**src/rtl/i2c_saddr_pkg.sv**
```systemverilog
package i2c_saddr_pkg;

    // Phase of the slave front end between bus conditions.
    typedef enum logic [1:0] {
        PH_IDLE      = 2'd0,  // no address expected
        PH_WAIT_ADDR = 2'd1,  // START seen, next byte is the address
        PH_ADDRESSED = 2'd2,  // matched, transfer in progress
        PH_DEAF      = 2'd3   // NACKed, wait for STOP
    } phase_e;

    // Result of comparing one address byte.
    typedef struct packed {
        logic own;   // own address matched
        logic gc;    // general call matched
        logic rw;    // direction bit of the byte
    } verdict_t;

    // Registered outputs of the phase machine.
    typedef struct packed {
        logic own_hit;
        logic gc_hit;
        logic xmit;
        logic new_match;
        logic slave_stop;
        logic ack_valid;
        logic ack;
    } flags_t;

    localparam flags_t FLAGS_CLEAR = '0;

endpackage

```
**src/rtl/saddr_cmp.sv**
```systemverilog
module saddr_cmp
    import i2c_saddr_pkg::*;
#(
    parameter int unsigned ADDR_W     = 7,
    parameter bit          GC_SUPPORT = 1'b1,
    localparam int unsigned BYTE_W    = ADDR_W + 1
) (
    input  logic [BYTE_W-1:0] addr_byte,
    input  logic [BYTE_W-1:0] own_cfg,
    input  logic              gc_enable,
    output verdict_t          verdict
);

    logic own_match;
    logic gc_match;

    // Own address sits above the direction bit; the top config bit gates it.
    assign own_match = own_cfg[BYTE_W-1]
                     && (addr_byte[BYTE_W-1:1] == own_cfg[ADDR_W-1:0]);

    generate
        if (GC_SUPPORT) begin : g_gc
            assign gc_match = gc_enable && (addr_byte == '0);
        end else begin : g_no_gc
            logic unused_gc;
            assign unused_gc = gc_enable;
            assign gc_match  = 1'b0;
        end
    endgenerate

    always_comb begin
        verdict.own = own_match;
        verdict.gc  = gc_match && !own_match;
        verdict.rw  = addr_byte[0];
    end

endmodule

```
**src/rtl/saddr_phase.sv**
```systemverilog
module saddr_phase
    import i2c_saddr_pkg::*;
(
    input  logic     clk,
    input  logic     rst,
    input  logic     ctl_enable,
    input  logic     is_master,
    input  logic     start_det,
    input  logic     stop_det,
    input  logic     rx_valid,
    input  verdict_t verdict,
    output flags_t   flags
);

    phase_e phase_q, phase_d;
    flags_t flags_q, flags_d;

    always_comb begin
        phase_d = phase_q;
        flags_d = flags_q;
        // Strobes live for one cycle only.
        flags_d.new_match  = 1'b0;
        flags_d.slave_stop = 1'b0;
        flags_d.ack_valid  = 1'b0;
        flags_d.ack        = 1'b0;

        if (!ctl_enable) begin
            phase_d = PH_IDLE;
            flags_d = FLAGS_CLEAR;
        end else if (stop_det) begin
            // STOP wins over a coincident START.
            flags_d            = FLAGS_CLEAR;
            flags_d.slave_stop = (phase_q == PH_ADDRESSED);
            phase_d            = PH_IDLE;
        end else if (start_det) begin
            if (phase_q != PH_DEAF) begin
                phase_d         = PH_WAIT_ADDR;
                flags_d.own_hit = 1'b0;
                flags_d.gc_hit  = 1'b0;
                flags_d.xmit    = 1'b0;
            end
        end else if (rx_valid && (phase_q == PH_WAIT_ADDR)) begin
            if (is_master) begin
                phase_d = PH_IDLE;
            end else if (verdict.own || verdict.gc) begin
                phase_d           = PH_ADDRESSED;
                flags_d.own_hit   = verdict.own;
                flags_d.gc_hit    = verdict.gc;
                flags_d.xmit      = verdict.own ? verdict.rw : 1'b0;
                flags_d.new_match = 1'b1;
                flags_d.ack_valid = 1'b1;
                flags_d.ack       = 1'b1;
            end else begin
                phase_d           = PH_DEAF;
                flags_d.ack_valid = 1'b1;
                flags_d.ack       = 1'b0;
            end
        end
    end

    always_ff @(posedge clk) begin
        if (rst) begin
            phase_q <= PH_IDLE;
            flags_q <= FLAGS_CLEAR;
        end else begin
            phase_q <= phase_d;
            flags_q <= flags_d;
        end
    end

    assign flags = flags_q;

endmodule

```
**src/rtl/i2c_saddr_match.sv**
```systemverilog
module i2c_saddr_match
    import i2c_saddr_pkg::*;
#(
    parameter int unsigned ADDR_W     = 7,
    parameter bit          GC_SUPPORT = 1'b1,
    localparam int unsigned BYTE_W    = ADDR_W + 1
) (
    input  logic              clk,
    input  logic              rst,
    input  logic              ctl_enable,
    input  logic [BYTE_W-1:0] own_cfg,
    input  logic              gc_enable,
    input  logic              is_master,
    input  logic              start_det,
    input  logic              stop_det,
    input  logic              rx_valid,
    input  logic [BYTE_W-1:0] rx_byte,
    output logic              own_hit,
    output logic              gc_hit,
    output logic              xmit_mode,
    output logic              new_match,
    output logic              slave_stop,
    output logic              ack_valid,
    output logic              ack_out
);

    verdict_t verdict;
    flags_t   flags;

    saddr_cmp #(
        .ADDR_W     (ADDR_W),
        .GC_SUPPORT (GC_SUPPORT)
    ) u_cmp (
        .addr_byte (rx_byte),
        .own_cfg   (own_cfg),
        .gc_enable (gc_enable),
        .verdict   (verdict)
    );

    saddr_phase u_phase (
        .clk        (clk),
        .rst        (rst),
        .ctl_enable (ctl_enable),
        .is_master  (is_master),
        .start_det  (start_det),
        .stop_det   (stop_det),
        .rx_valid   (rx_valid),
        .verdict    (verdict),
        .flags      (flags)
    );

    assign own_hit    = flags.own_hit;
    assign gc_hit     = flags.gc_hit;
    assign xmit_mode  = flags.xmit;
    assign new_match  = flags.new_match;
    assign slave_stop = flags.slave_stop;
    assign ack_valid  = flags.ack_valid;
    assign ack_out    = flags.ack;

endmodule

```
**config.mk**
```make
export PLATFORM = sky130hd
export DESIGN_NAME = i2c_saddr_match
export DESIGN_NICKNAME = d
export VERILOG_FILES = /design/src/rtl/i2c_saddr_pkg.sv /design/src/rtl/saddr_cmp.sv /design/src/rtl/saddr_phase.sv /design/src/rtl/i2c_saddr_match.sv
export SDC_FILE = /design/constraint.sdc
export NUM_CORES = 1
export LEC_CHECK = 0
export BUFFER_PORTS_ARGS = -buffer_cell sky130_fd_sc_hd__clkbuf_2
export CORE_MARGIN = 10
export CORE_UTILIZATION = 35
export DETAILED_ROUTE_END_ITERATION = 10
export GPL_TIMING_DRIVEN = 0
export HOLD_SLACK_MARGIN = 0.05
export PLACE_DENSITY = 0.82
export SYNTH_ARGS = -nofsm -noshare
export SYNTH_HDL_FRONTEND = slang
export SYNTH_HIERARCHICAL = 1
export SYNTH_SLANG_ARGS = --single-unit
```
**constraint.sdc**
```tcl
create_clock -name clk -period 1.47 [get_ports clk]
set_input_delay 0.0735 -clock clk [delete_from_list [all_inputs] [get_ports clk]]
set_output_delay 0.0735 -clock clk [all_outputs]
set_load 0.02 [all_outputs]
```
### Word level (Yosys, flattened, before mapping)

Index checks and enable logic that the tools add are counted.

| operators by class | value |
|---|---|
| bitwise logic cells | 3 |
| multiplexer cells | 12 |
| reductions and logical operators | 14 |
| equal/unequal tests | 6 |

Operators with widths:

| operator | number |
|---|---|
| $mux 4 | 3 |
| $logic_not 8->1 | 1 |
| $mux 2 | 4 |
| $eq 7x7->1 | 1 |
| $mux 3 | 2 |
| $reduce_or 3->1 | 2 |
| $reduce_or 6->1 | 1 |
| $logic_and 1x1->1 | 4 |
| $ne 2x1->1 const B | 2 |
| $reduce_and 4->1 | 1 |
| $reduce_bool 2->1 | 2 |
| $mux 1 | 3 |
| $not 1->1 | 3 |
| $eq 2x1->1 const B | 1 |
| $eq 2x2->1 const B | 1 |
| $ne 2x2->1 const B | 1 |
| $reduce_and 2->1 | 1 |
| $logic_not 1->1 | 1 |
| $logic_or 1x1->1 | 1 |

| word-level totals | value |
|---|---|
| flip-flop bits (word level) | 9 |
| input bits | 24 |
| output and inout port bits | 7 |
| word-level logic and storage cells | 43 |

### Longest topological paths before layout

Gate-level depths: netlist (run 1).

| depth | value |
|---|---|
| depth after elaboration | 9 |
| mapped depth | 7 |
| gate-level depth less buffers | 6 |

### Cells and area by module

Netlist (run 1), hierarchy kept.

By module, submodules not included:

| module | sequential area each (µm²) | cells an instance | instances | area each (µm²) |
|---|---|---|---|---|
| saddr_phase | 160.2 | 30 | 1 | 332.8 |
| saddr_cmp | 0.0 | 16 | 1 | 127.6 |

### Worst setup path after synthesis (run 1)

No wires, ideal clock.

| timing path | value |
|---|---|
| kind | input to register |
| start | in rx_byte[7] |
| end | reg u_phase.flags_q (netlist bit u_phase/flags[4]) |
| buffers on the path | 0 |
| setup time | 0.117 ns |
| required time | 1.353 ns |
| setup slack | 0.062 ns |
| stages on the path | 6 |
| data arrival time | 1.290 ns |
| path through | or4b_1 -> nor3_2 -> o211a_1 -> or2_1 -> a211oi_2 -> a32o_2 |

RTL lines:

| item | RTL line | text |
|---|---|---|
| from (decl) | i2c_saddr_match.sv:17 | `input logic [BYTE_W-1:0] rx_byte,` |
| to (signal assigned) | saddr_phase.sv:67 | `flags_q <= flags_d;` |
| to (decl) | saddr_phase.sv:16 | `flags_t flags_q, flags_d;` |

### Worst setup path in the final report (run 1)

| timing path | value |
|---|---|
| start | in rst |
| end | reg u_phase.flags_q (netlist bit u_phase/flags[4]) |

| on the way | value |
|---|---|
| longest elaborated chain between the ends | 1 |

Ends and longest elaborated chain:

| item | RTL line | text |
|---|---|---|
| from (decl) | i2c_saddr_match.sv:9 | `input logic rst,` |
| $reduce_or 3->1 (no line) | n/a |  |

Every way passes these cells.
A chain may end at the register's enable or synchronous reset.

==> Flow_metrics.wiki, run 1 <==
{| class="wikitable"
! Metric !! Value
|-
| Result of the run || finished, final reports clean
|-
| Cell family with the largest share of critical-path delay || simple AND/OR/NAND/NOR gates
|-
| CTS H-tree lvls || 1
|-
| CTS-repair resized insts || 0
|-
| CP max stage cell || dlygate4sd3_1
|-
| CTS buffer count || 3
|-
| Share of the clock period used by the worst path after layout || 95.9%
|-
| Mean Syn Cell Area || 10.0 µm²
|-
| Ys Warns || 6
|-
| Power density over the cells || 708 mW/mm²
|-
| Largest incremental delay on the critical path || 0.54 ns
|-
| Non-filler instance count after layout || 95
|-
| RSZ-0062 raised after global routing || no
|-
| Achievable Freq || 709 MHz
|-
| I/O pin count || 31
|-
| Leading cell types in the layout, fill and taps excluded || clkbuf_2 (30), dfxtp_1 (8), xnor2_1 (7)
|-
| Vias per Instance || roughly 5.0
|-
| Worst reg-to-reg path cell count || 3
|-
| Slack of the worst reg-to-reg path || 0.19 ns
|-
| Worst rel slew slack || 73.3%
|-
| WP buf/inv || 2
|-
| Total non-filler cell area in the finished layout || 662 µm²
|-
| Max VDD drop || 0.000466 V
|-
| Yosys top cell by area || dfxtp_1
|-
| Post-CTS Repair Setup Buffers || 0
|-
| Cell depth of the worst min-delay path || 3
|-
| Starting utilization of the core area || 36.3%
|-
| Layout overhead on the synthesized area || 43.7%
|-
| Total routed wirelength || 1380 µm
|-
| Die Area || 0.00317 mm²
|-
| Fill count || 118
|-
| 1st-iter DRT viols || 9
|-
| Share of final-layout standard cells stronger than drive strength 1 || 52.5%
|-
| Required time of the critical path || between 1.5 and 2 ns
|-
| Fin Clk Skew || 0.00540 ns
|-
| Maximum count of clock buffers along a single path || 2
|-
| Final TNS setup || 0 ns
|-
| Cell Count Post-Placement || 91
|-
| Total routing resource utilization after global routing || 8.57%
|-
| Transition at the pin with the smallest max-transition slack || 0.396 ns
|-
| Cell area after synthesis || 460 µm²
|-
| Critical Path Sink Type || flop
|-
| Root cell of the clock tree || clkbuf_4
|-
| CP endpoint || u_phase/flags[4]
|-
| Total number of cells along the worst setup path || 5
|-
| Final number of setup-violating endpoints || 0
|-
| Sequential cell area fraction in the yosys report || 34.8%
|-
| Number of nets with antenna violations after routing || 0
|-
| TritonCTS clock tree || done
|-
| Initial antenna violation count || 0
|-
| Clock transition at the registers of the reported paths || ~0.06 ns
|-
| Min Clock Period, post-route || 1.41 ns
|-
| Global-route wire length before repair || approximately 2200 µm
|-
| Syn_nets || 70
|-
| Horizontal die dimension || 56.3 µm
|-
| Final Max Tran Viols || 0
|-
| Final worst-path setup slack || around 0.06 ns
|-
| Max cap viols || 0
|-
| Beginning of the worst register-to-register path || u_phase/phase_q[0]
|-
| ANT cells || 0
|-
| Std-Cell Rows || 13
|-
| Crit start category || primary input
|-
| Final layout net count || around 110
|-
| DP Worst Slack || -0.140 ns
|-
| Routability congestion estimate || roughly 0.82
|-
| FF-to-FF End || u_phase/flags[4]
|-
| Commonest non-fill, non-tap cell in the layout || clkbuf_2
|-
| Total clock sinks || 8
|-
| Total iterations of the first detailed-routing run || 4
|-
| Synth top area cells || dfxtp_1 (35%), xnor2_1 (13%), buf_4 (4.9%)
|-
| Pin count of the biggest net entering global routing || 7
|-
| Cell variety after synth || 26
|-
| Routed WL per cell || 14.5 µm
|-
| Total core area || 0.00127 mm²
|-
| Critical path fanouts, max || 5
|-
| Number of instances in the synthesized netlist || 46
|-
| Multi-input combinational cell area || 274 µm²
|-
| Die Ht || ~56 µm
|-
| Number of port buffers || 30
|-
| Critical setup path kind || primary input to flop
|-
| Vias after detailed routing || 477
|-
| Crit path DAT || 1.61 ns
|-
| DRC Markers || 0
|-
| Static Leakage || 0.318 nW
|-
| Number of global-route vias before repair || 505
|-
| FF+latch count, synth || 8
|-
| Worst Hold Class || primary input to flop
|-
| Number of hold violations in the final report || 0
|-
| Worst setup startpoint || rst
|-
| Area used by sequential logic in the layout || 160 µm²
|-
| Detailed placement HPWL || 1160 µm
|-
| Insertion delay to the later sink of the worst-skew pair || 0.25 ns
|-
| Overflow left after global routing || 0
|-
| Hold wc startpoint || stop_det
|-
| Top-area cell type share of the netlist area || 34.8%
|-
| Placed Area || about 630 µm²
|-
| Ordered list of cells on the worst path || dlygate4sd3_1 -> clkbuf_2 -> or3b_4 -> nor3b_4 -> a32o_2
|}
[layer usage]
layer	part of all wire, %	global-route usage [%]	wire length [µm]
met1	32	6.42	438
met2	63	18.7	866
met3	3.8	2.70	52
met4	1.5	3.09	21
met5	0	0	0
[Yosys cell counts]
library cell,n
o211a_1,1
or2_1,1
a21oi_1,2
nor2_1,1
nor3_1,2
nor3_2,1
or2b_4,1
a211oi_2,1
or3b_4,1
a21boi_0,1
o21ai_1,1
dfxtp_1,8
nor4b_1,1
inv_1,1
or4b_1,1
nor3b_4,1
nor3b_1,1
o21ai_0,1
nand2_1,2
and2_1,1
nand4_1,2
a32o_2,1
xnor2_1,7
a22o_1,2
nor4bb_1,1
buf_4,3
[cell type report]
cell class / instances / area share (%)
Multi-Input combinational cell: 34 / 41.4
Buffer: 3 / 3.40
Tap cell: 15 / 2.84
Clock buffer: 3 / 3.40
Inverter: 1 / 0.567
Timing Repair Buffer: 31 / 24.2
Sequential cell: 8 / 24.2
[where the power goes]
part	internal [mW]	switching (mW)
registers	0.218	0.00106
logic	0.0479	0.0340
clock network	0.0934	0.0742
total	0.359	0.109
[timing repair]
| action | CTS | global route |
|---|---|---|
| hold endpoints to repair | 1 | 0 |
| hold buffers | 1 | 0 |
| setup endpoints to repair | 0 | 3 |
[worst register-to-register path, delay by kind of cell (launching register included)]
family | cells | cell delay, ns
flip-flops | 1 | 0.40
AO/OA/AOI/OAI | 1 | 0.20
AND/OR/NAND/NOR | 2 | 0.63
[stage by stage]
stage	hold slack, ns	util, %	power, mW
2_1_floorplan	0.151	-	0.259
3_3_place_gp	0.256	49.6	0.299
3_5_place_dp	0.268	49.6	0.303
4_1_cts	0.0581	52.2	0.475
5_1_grt	0.0619	52.2	0.495
6_report	0.0679	52.2	0.468
[sequential cells by signal (all words and copies together) (netlist names)]
name	cells
u_phase/flags	6
u_phase/phase_q	2
[cell families after synthesis]
logic type	synth area share (%)
flip-flops	34.8
buffers and inverters	5.71
AO/OA/AOI/OAI	17.1
XOR/XNOR	13.3
AND/OR/NAND/NOR	29.1
[worst min path at each step]
| stage | to | slack (ns) |
|---|---|---|
| 5_1_grt | u_phase/flags[2] | 0.06 |
| 3_3_place_gp | u_phase/flags[2] | 0.26 |
| 4_1_cts | u_phase/flags[2] | 0.06 |
| 3_5_place_dp | u_phase/flags[2] | 0.27 |
| 2_1_floorplan | u_phase/flags[2] | 0.15 |
| 6_report | u_phase/flags[2] | 0.07 |
Note: power is estimated with default switching activity, not from simulation.
==> run 2, diff against run 1 <==
--- a/config.mk
+++ b/config.mk
@@ -5,9 +5,10 @@
 export SDC_FILE = /design/constraint.sdc
 export NUM_CORES = 1
 export LEC_CHECK = 0
+export ABC_AREA = 1
 export BUFFER_PORTS_ARGS = -buffer_cell sky130_fd_sc_hd__clkbuf_2
-export CORE_MARGIN = 10
-export CORE_UTILIZATION = 35
+export CORE_MARGIN = 2
+export CORE_UTILIZATION = 40
 export DETAILED_ROUTE_END_ITERATION = 10
 export GPL_TIMING_DRIVEN = 0
 export HOLD_SLACK_MARGIN = 0.05
==> constraint.sdc (replaced) <==
create_clock -name clk -period 1.5 [get_ports clk]
set_input_delay 0.075 -clock clk [delete_from_list [all_inputs] [get_ports clk]]
set_output_delay 0.075 -clock clk [all_outputs]
set_load 0.02 [all_outputs]
==> run 2 against run 1 <==
  * Utilization up 2.3 points
  * Final area grew 21%
  * Die area shrank 42%
  * Via count grew 47%
  * Highest routed layer unchanged
  * Global-route usage rose by 7.8 points
  * Combinational power up 37%
  * Synthesized area rose by 32%
  * Sequential share of layout area is 4.2 points lower
  * Largest power group unchanged
==> Flow_metrics.wiki, run 2 <==
{| class="wikitable"
! Metric !! Value
|-
| Layout overhead on the synthesized area || 31.7%
|-
| Total iterations of the first detailed-routing run || 4
|-
| Fill count || 149
|-
| RSZ-0062 raised after global routing || no
|-
| Final Max Tran Viols || 0
|-
| Die Area || 0.00185 mm²
|-
| Crit path DAT || 1.18 ns
|-
| Yosys top cell by area || dfxtp_1
|-
| 1st-iter DRT viols || 10
|-
| Cell family with the largest share of critical-path delay || simple AND/OR/NAND/NOR gates
|-
| Total core area || 0.00147 mm²
|-
| Most numerous cell in the Yosys netlist || nand2_1
|-
| Total clock sinks || 8
|-
| Share of the clock period used by the worst path after layout || 69.1%
|-
| FF+latch count, synth || 8
|-
| Leading cell types in the layout, fill and taps excluded || nand2_1 (37), clkbuf_2 (30), inv_1 (17), nor2_1 (17), dfxtp_1 (8)
|-
| Total routing resource utilization after global routing || 16.3%
|-
| Ys Warns || 6
|-
| Max VDD drop || 0.000215 V
|-
| Largest incremental delay on the critical path || around 0.21 ns
|-
| Required time of the critical path || 1.65 ns
|-
| Syn_nets || 130
|-
| Pin count of the biggest net entering global routing || 6
|-
| Final number of setup-violating endpoints || 0
|-
| Max cap viols || 0
|-
| Number of instances in the synthesized netlist || 106
|-
| Detailed placement HPWL || around 1100 µm
|-
| Mean Syn Cell Area || 5.74 µm²
|-
| Transition at the pin with the smallest max-transition slack || between 0.2 and 0.25 ns
|-
| Initial antenna violation count || 0
|-
| Number of port buffers || 30
|-
| Count of flip-flops with a built-in enable after synthesis || 0
|-
| Cell area after synthesis || approximately 610 µm²
|-
| Synth top cells by count || nand2_1 (37), inv_1 (17), nor2_1 (17)
|-
| Flip-flop count of the largest register after layout || 6
|-
| Top-area cell type share of the netlist area || 26.3%
|-
| CTS H-tree lvls || 1
|-
| Global-route wire length before repair || 2310 µm
|-
| Result of the run || finished, final reports clean
|-
| Overflow left after global routing || 0
|-
| WP buf/inv || 1
|-
| Routability congestion estimate || 0.764
|-
| Vias per Instance || approximately 4.5
|-
| Critical setup path kind || primary input to flop
|-
| Vias after detailed routing || roughly 700
|-
| Synth top area cells || dfxtp_1 (26%), nand2_1 (23%), inv_1 (10%)
|-
| Share of final-layout standard cells stronger than drive strength 1 || 35.3%
|-
| Cell occurring most often along the worst timing path || nand2_1
|-
| DRC Markers || 0
|-
| Final layout net count || 165
|-
| CTS-repair resized insts || 0
|-
| Crit start category || primary input
|-
| CTS buffer count || 3
|-
| Cell variety after synth || 16
|-
| Post-CTS Repair Setup Buffers || 0
|-
| I/O pin count || 31
|-
| Worst reg-to-reg path cell count || 7
|-
| Asr flop ratio synth || 0%
|-
| Area used by sequential logic in the layout || about 160 µm²
|-
| Critical path fanouts, max || 4
|-
| Multi-input combinational cell area || 350 µm²
|-
| Starting utilization of the core area || 41.3%
|-
| Final TNS setup || 0 ns
|-
| Total number of cells along the worst setup path || 11
|-
| Commonest non-fill, non-tap cell in the layout || nand2_1
|-
| Total routed wirelength || 1290 µm
|-
| Power density over the cells || 614 mW/mm²
|-
| Ordered list of cells on the worst path || clkbuf_2 -> nor3b_1 -> nand4_1 -> nor2_1 -> nor2_2 -> nand2_1 -> nand2_1 -> nor2_4 -> nand2_1 -> nand2_1 -> nor2_1
|-
| Root cell of the clock tree || clkbuf_4
|-
| Sequential cell area fraction in the yosys report || between 20% and 30%
|-
| Static Leakage || 0.470 nW
|-
| CP max stage cell || nor2_1
|-
| Critical Path Sink Type || flop
|-
| Fin Clk Skew || 0.00526 ns
|-
| ANT cells || 0
|-
| Clock transition at the registers of the reported paths || 0.06 ns
|-
| Std-Cell Rows || 14
|-
| Min Clock Period, post-route || between 1 and 1.5 ns
|-
| Top_reg_cell synth || dfxtp_1
|-
| Cell depth of the worst min-delay path || 3
|-
| Insertion delay to the later sink of the worst-skew pair || 0.25 ns
|-
| Minimum hold slack || 0.0792 ns
|-
| Horizontal die dimension || 43.0 µm
|-
| Achievable Freq || 964 MHz
|-
| Number of hold violations in the final report || 0
|-
| Routed WL per cell || between 8 and 9 µm
|-
| Worst Hold Class || primary input to flop
|-
| TritonCTS clock tree || done
|-
| Maximum count of clock buffers along a single path || 2
|-
| Slack of the worst reg-to-reg path || 0.50 ns
|-
| Number of buffers inserted for hold repair after clock tree synthesis || 0
|-
| Die Ht || ~43 µm
|-
| Worst rel slew slack || 86.1%
|-
| Number of global-route vias before repair || ~610
|-
| Number of nets with antenna violations after routing || 0
|}
-- run 2: final timing paths --
kind                                          from               end
worst max-delay path                    rx_byte[0]  u_phase/flags[5]
worst max register to register  u_phase/phase_q[0]  u_phase/flags[5]
worst min register to register    u_phase/flags[6]  u_phase/flags[6]
worst min-delay path                      stop_det  u_phase/flags[2]
-- run 2: cells by family (layout without fill, tap and decap cells) --
| family | Yosys count | after routing | share of synthesized area (%) |
|---|---|---|---|
| flops | 8 | 8 | 26.3 |
| simple gates | 70 | 70 | 53.5 |
| compound gates | 5 | 5 | 4.11 |
| buf+inv | 23 | 56 | 16.0 |
-- run 2: layout make-up --
| class | instances | share of cell area, % |
|---|---|---|
| multi-input combinational | 75 | 43.8 |
| sequential | 8 | 20.0 |
| timing repair buffer | 30 | 18.8 |
| inverter | 20 | 9.38 |
| clock buffer | 3 | 2.81 |
| buffer | 3 | 2.81 |
| tap | 16 | 2.50 |
-- run 2: per-stage QoR --
step                instance area (µm²)  setup slack (ns)  power (mW)  std cells  utilization [%]
floorplan                           608             0.443       0.285        106                -
global placement                    778             0.252       0.329        152             52.9
detailed placement                  778             0.207       0.333        152             52.9
CTS                                 801             0.460       0.496        155             54.4
global route                        801             0.260       0.519        155             54.4
finish                              801             0.463       0.492        155             54.4
-- run 2: metal layers --
metal	up-vias	share of wire (%)	track usage (%)
met5	-	0	0
met1	282	42	19.4
met2	35	49	28.5
li1	380	-	-
met3	4	7.5	1.28
met4	0	1.6	9.09
-- run 2: where the power goes --
group	internal, mW	switching (mW)	total, mW
logic	0.0494	0.0625	0.112
registers	0.215	0.00136	0.216
clock network	0.0915	0.0724	0.164
-- run 2: worst min-delay path, cell delays in order --
cell	delay, ns
clkbuf_2	0.11
nand2_1	0.07
nor3_1	0.04
==> run 3, diff against run 2 <==
--- a/config.mk
+++ b/config.mk
@@ -8,11 +8,11 @@
 export ABC_AREA = 1
 export BUFFER_PORTS_ARGS = -buffer_cell sky130_fd_sc_hd__clkbuf_2
 export CORE_MARGIN = 2
-export CORE_UTILIZATION = 40
+export CORE_UTILIZATION = 39
 export DETAILED_ROUTE_END_ITERATION = 10
 export GPL_TIMING_DRIVEN = 0
 export HOLD_SLACK_MARGIN = 0.05
-export PLACE_DENSITY = 0.82
+export PLACE_DENSITY = 0.83
 export SYNTH_ARGS = -nofsm -noshare
 export SYNTH_HDL_FRONTEND = slang
 export SYNTH_HIERARCHICAL = 1
==> constraint.sdc (replaced) <==
create_clock -name clk -period 0.92 [get_ports clk]
set_input_delay 0.046 -clock clk [delete_from_list [all_inputs] [get_ports clk]]
set_output_delay 0.046 -clock clk [all_outputs]
set_load 0.02 [all_outputs]
==> run 3 against run 2 <==
  * The flow now finishes with violations (setup timing)
  * Largest power group unchanged
  * Non-clock buffer count is 4 higher
  * Sequential cell count stayed put
  * Combinational power is 130% higher
  * Hold slack better by 0.0032 ns
  * Utilization is 12 points higher
  * First-iteration DRC count grew to 3.1 times the previous value
  * Critical path type unchanged
  * Wire length is 41% higher
==> Flow_metrics.wiki, run 3 (synthesis gave the netlist of run 2 again) <==
{| class="wikitable"
! Metric !! Value
|-
| Result of the run || complete, but fails checks
|-
| Violated checks || setup timing
|-
| Routed WL per cell || 11.4 µm
|-
| Cell depth of the worst min-delay path || 3
|-
| Fill count || between 100 and 150
|-
| ANT cells || 0
|-
| Number of hold violations in the final report || 0
|-
| Final layout net count || 169
|-
| RSZ-0062 raised after global routing || yes
|-
| CP max stage cell || nor2_4
|-
| Flip-flop count of the largest register after layout || 6
|-
| Cell occurring most often along the worst timing path || nand2_1
|-
| Beginning of the worst register-to-register path || u_phase/phase_q[1]
|-
| Pin count of the biggest net entering global routing || 6
|-
| Commonest non-fill, non-tap cell in the layout || nand2_1
|-
| Final worst-path setup slack || -0.163 ns
|-
| Detailed placement HPWL || 1100 µm
|-
| Total core area || 0.00149 mm²
|-
| FF-to-FF End || u_phase/flags[4]
|-
| Critical path fanouts, max || 4
|-
| Power density over the cells || approximately 910 mW/mm²
|-
| Largest incremental delay on the critical path || 0.16 ns
|-
| Root cell of the clock tree || clkbuf_4
|-
| Crit start category || primary input
|-
| Share of the clock period used by the worst path after layout || 118%
|-
| Total iterations of the first detailed-routing run || 4
|-
| Vias after detailed routing || 782
|-
| Ordered list of cells on the worst path || buf_6 -> inv_1 -> nand2_1 -> nand2_1 -> nor2_1 -> nand2_1 -> nor2_4 -> buf_6 -> nor2_4 -> nand2_2 -> nand2_2 -> nor2_4 -> nand2_1 -> nand2_1 -> nor2_1
|-
| Transition at the pin with the smallest max-transition slack || 0.174 ns
|-
| Final core utilization || between 60% and 70%
|-
| TritonCTS clock tree || done
|-
| Total non-filler cell area in the finished layout || 982 µm²
|-
| Placed Area || 781 µm²
|-
| Post-route total power || 0.890 mW
|-
| DP Worst Slack || -0.326 ns
|-
| Achievable Freq || ~920 MHz
|-
| Die Area || roughly 0.0019 mm²
|-
| Leading cell types in the layout, fill and taps excluded || nand2_1 (30), clkbuf_2 (16), nor2_1 (15)
|-
| 1st-iter DRT viols || 31
|-
| Total routing resource utilization after global routing || 18.1%
|-
| Required time of the critical path || 1.07 ns
|-
| Hold worst-path end || u_phase/flags[2]
|-
| Worst Hold Class || primary input to flop
|-
| Static Leakage || 0.517 nW
|-
| Initial antenna violation count || 0
|-
| Share of final-layout standard cells stronger than drive strength 1 || 51.0%
|-
| CTS H-tree lvls || 1
|-
| Number of port buffers || 30
|-
| Starting utilization of the core area || 40.8%
|-
| Insertion delay to the later sink of the worst-skew pair || 0.26 ns
|-
| Total clock sinks || 8
|-
| I/O pin count || 31
|-
| CTS buffer count || 3
|-
| Final Max Tran Viols || 0
|-
| Maximum count of clock buffers along a single path || 2
|-
| DRC Markers || 0
|-
| Max VDD drop || 0.000563 V
|-
| Crit path DAT || 1.24 ns
|-
| Layout overhead on the synthesized area || 61.5%
|-
| Fin Clk Skew || ~0.0017 ns
|-
| Overflow left after global routing || 0
|-
| Critical Path Sink Type || flop
|-
| Total routed wirelength || 1820 µm
|-
| Number of nets with antenna violations after routing || 0
|-
| Die Ht || between 40 and 50 µm
|-
| Std-Cell Rows || 14
|-
| Min Clock Period, post-route || 1.08 ns
|-
| Global-route wire length before repair || 2500 µm
|-
| Vias per Instance || 4.92
|-
| Max cap viols || 0
|-
| Worst rel slew slack || 88.4%
|-
| Slack of the worst reg-to-reg path || -0.06 ns
|-
| Cell family with the largest share of critical-path delay || simple AND/OR/NAND/NOR gates
|-
| Clock transition at the registers of the reported paths || 0.06 ns
|-
| Worst reg-to-reg path cell count || 5
|-
| Critical setup path kind || primary input to flop
|-
| Hold wc startpoint || ctl_enable
|-
| Number of global-route vias before repair || between 600 and 700
|-
| Routability congestion estimate || 0.804
|-
| WP buf/inv || 3
|-
| Final number of setup-violating endpoints || 5
|-
| Horizontal die dimension || 43.5 µm
|}
[run 3: worst min-delay path: stages]
cell and delay, ns:
clkbuf_2 0.08, nand2_1 0.11, nor3_1 0.06
[run 3: worst max-delay path by stage]
stage / start / end / slack [ns] / depth (start not counted)
after floorplan: own_cfg[5] / u_phase/flags[5] / -0.10 / 14
after global placement: rx_byte[1] / u_phase/flags[6] / -0.29 / 15
after detailed placement: rx_byte[6] / u_phase/flags[6] / -0.33 / 15
after CTS: rx_byte[6] / u_phase/flags[6] / -0.06 / 15
after global routing: own_cfg[4] / u_phase/flags[6] / -0.24 / 15
final: rx_byte[5] / u_phase/flags[6] / -0.16 / 15
[run 3: timing repair]
action	CTS	global route
gates resized for setup	2	48
endpoints found under the hold margin	1	0
pin swaps	1	24
setup buffers	1	2
setup endpoints to repair	3	8
hold buffers	1	0
[run 3: report_power, final]
| group | total [mW] | switching (mW) | internal [mW] |
|---|---|---|---|
| combinational | 0.256 | 0.124 | 0.132 |
| sequential | 0.352 | 0.00226 | 0.350 |
| clock | 0.281 | 0.131 | 0.150 |
[run 3: area by class of cell]
cell class | count | area (µm²) | area share (%)
flip-flops and latches | 8 | 164 | 16.7
multi-input cells | 75 | 393 | 40.0
inverters | 20 | 75.1 | 7.64
plain buffers | 3 | 26.3 | 2.68
well taps | 16 | 20.0 | 2.04
repair buffers | 34 | 282 | 28.7
clock buffers | 3 | 22.5 | 2.29
[run 3: through the flow]
stage	TNS, ns	std cells	hold slack [ns]
after detailed placement	-1.18	152	0.321
after CTS	-0.148	157	0.0812
after floorplan	-0.259	106	0.178
after global placement	-1.05	152	0.310
final	-0.565	159	0.0824
after global routing	-0.850	159	0.105
[run 3: metal layers]
layer,share of wire [%],track usage [%],vias to the layer above,routed length [µm]
met5,0,0,-,0
met4,2.5,5.45,0,45
met3,4.5,6.25,8,82
met2,55,35.5,25,997
met1,38,17.3,358,690
li1,-,-,391,-
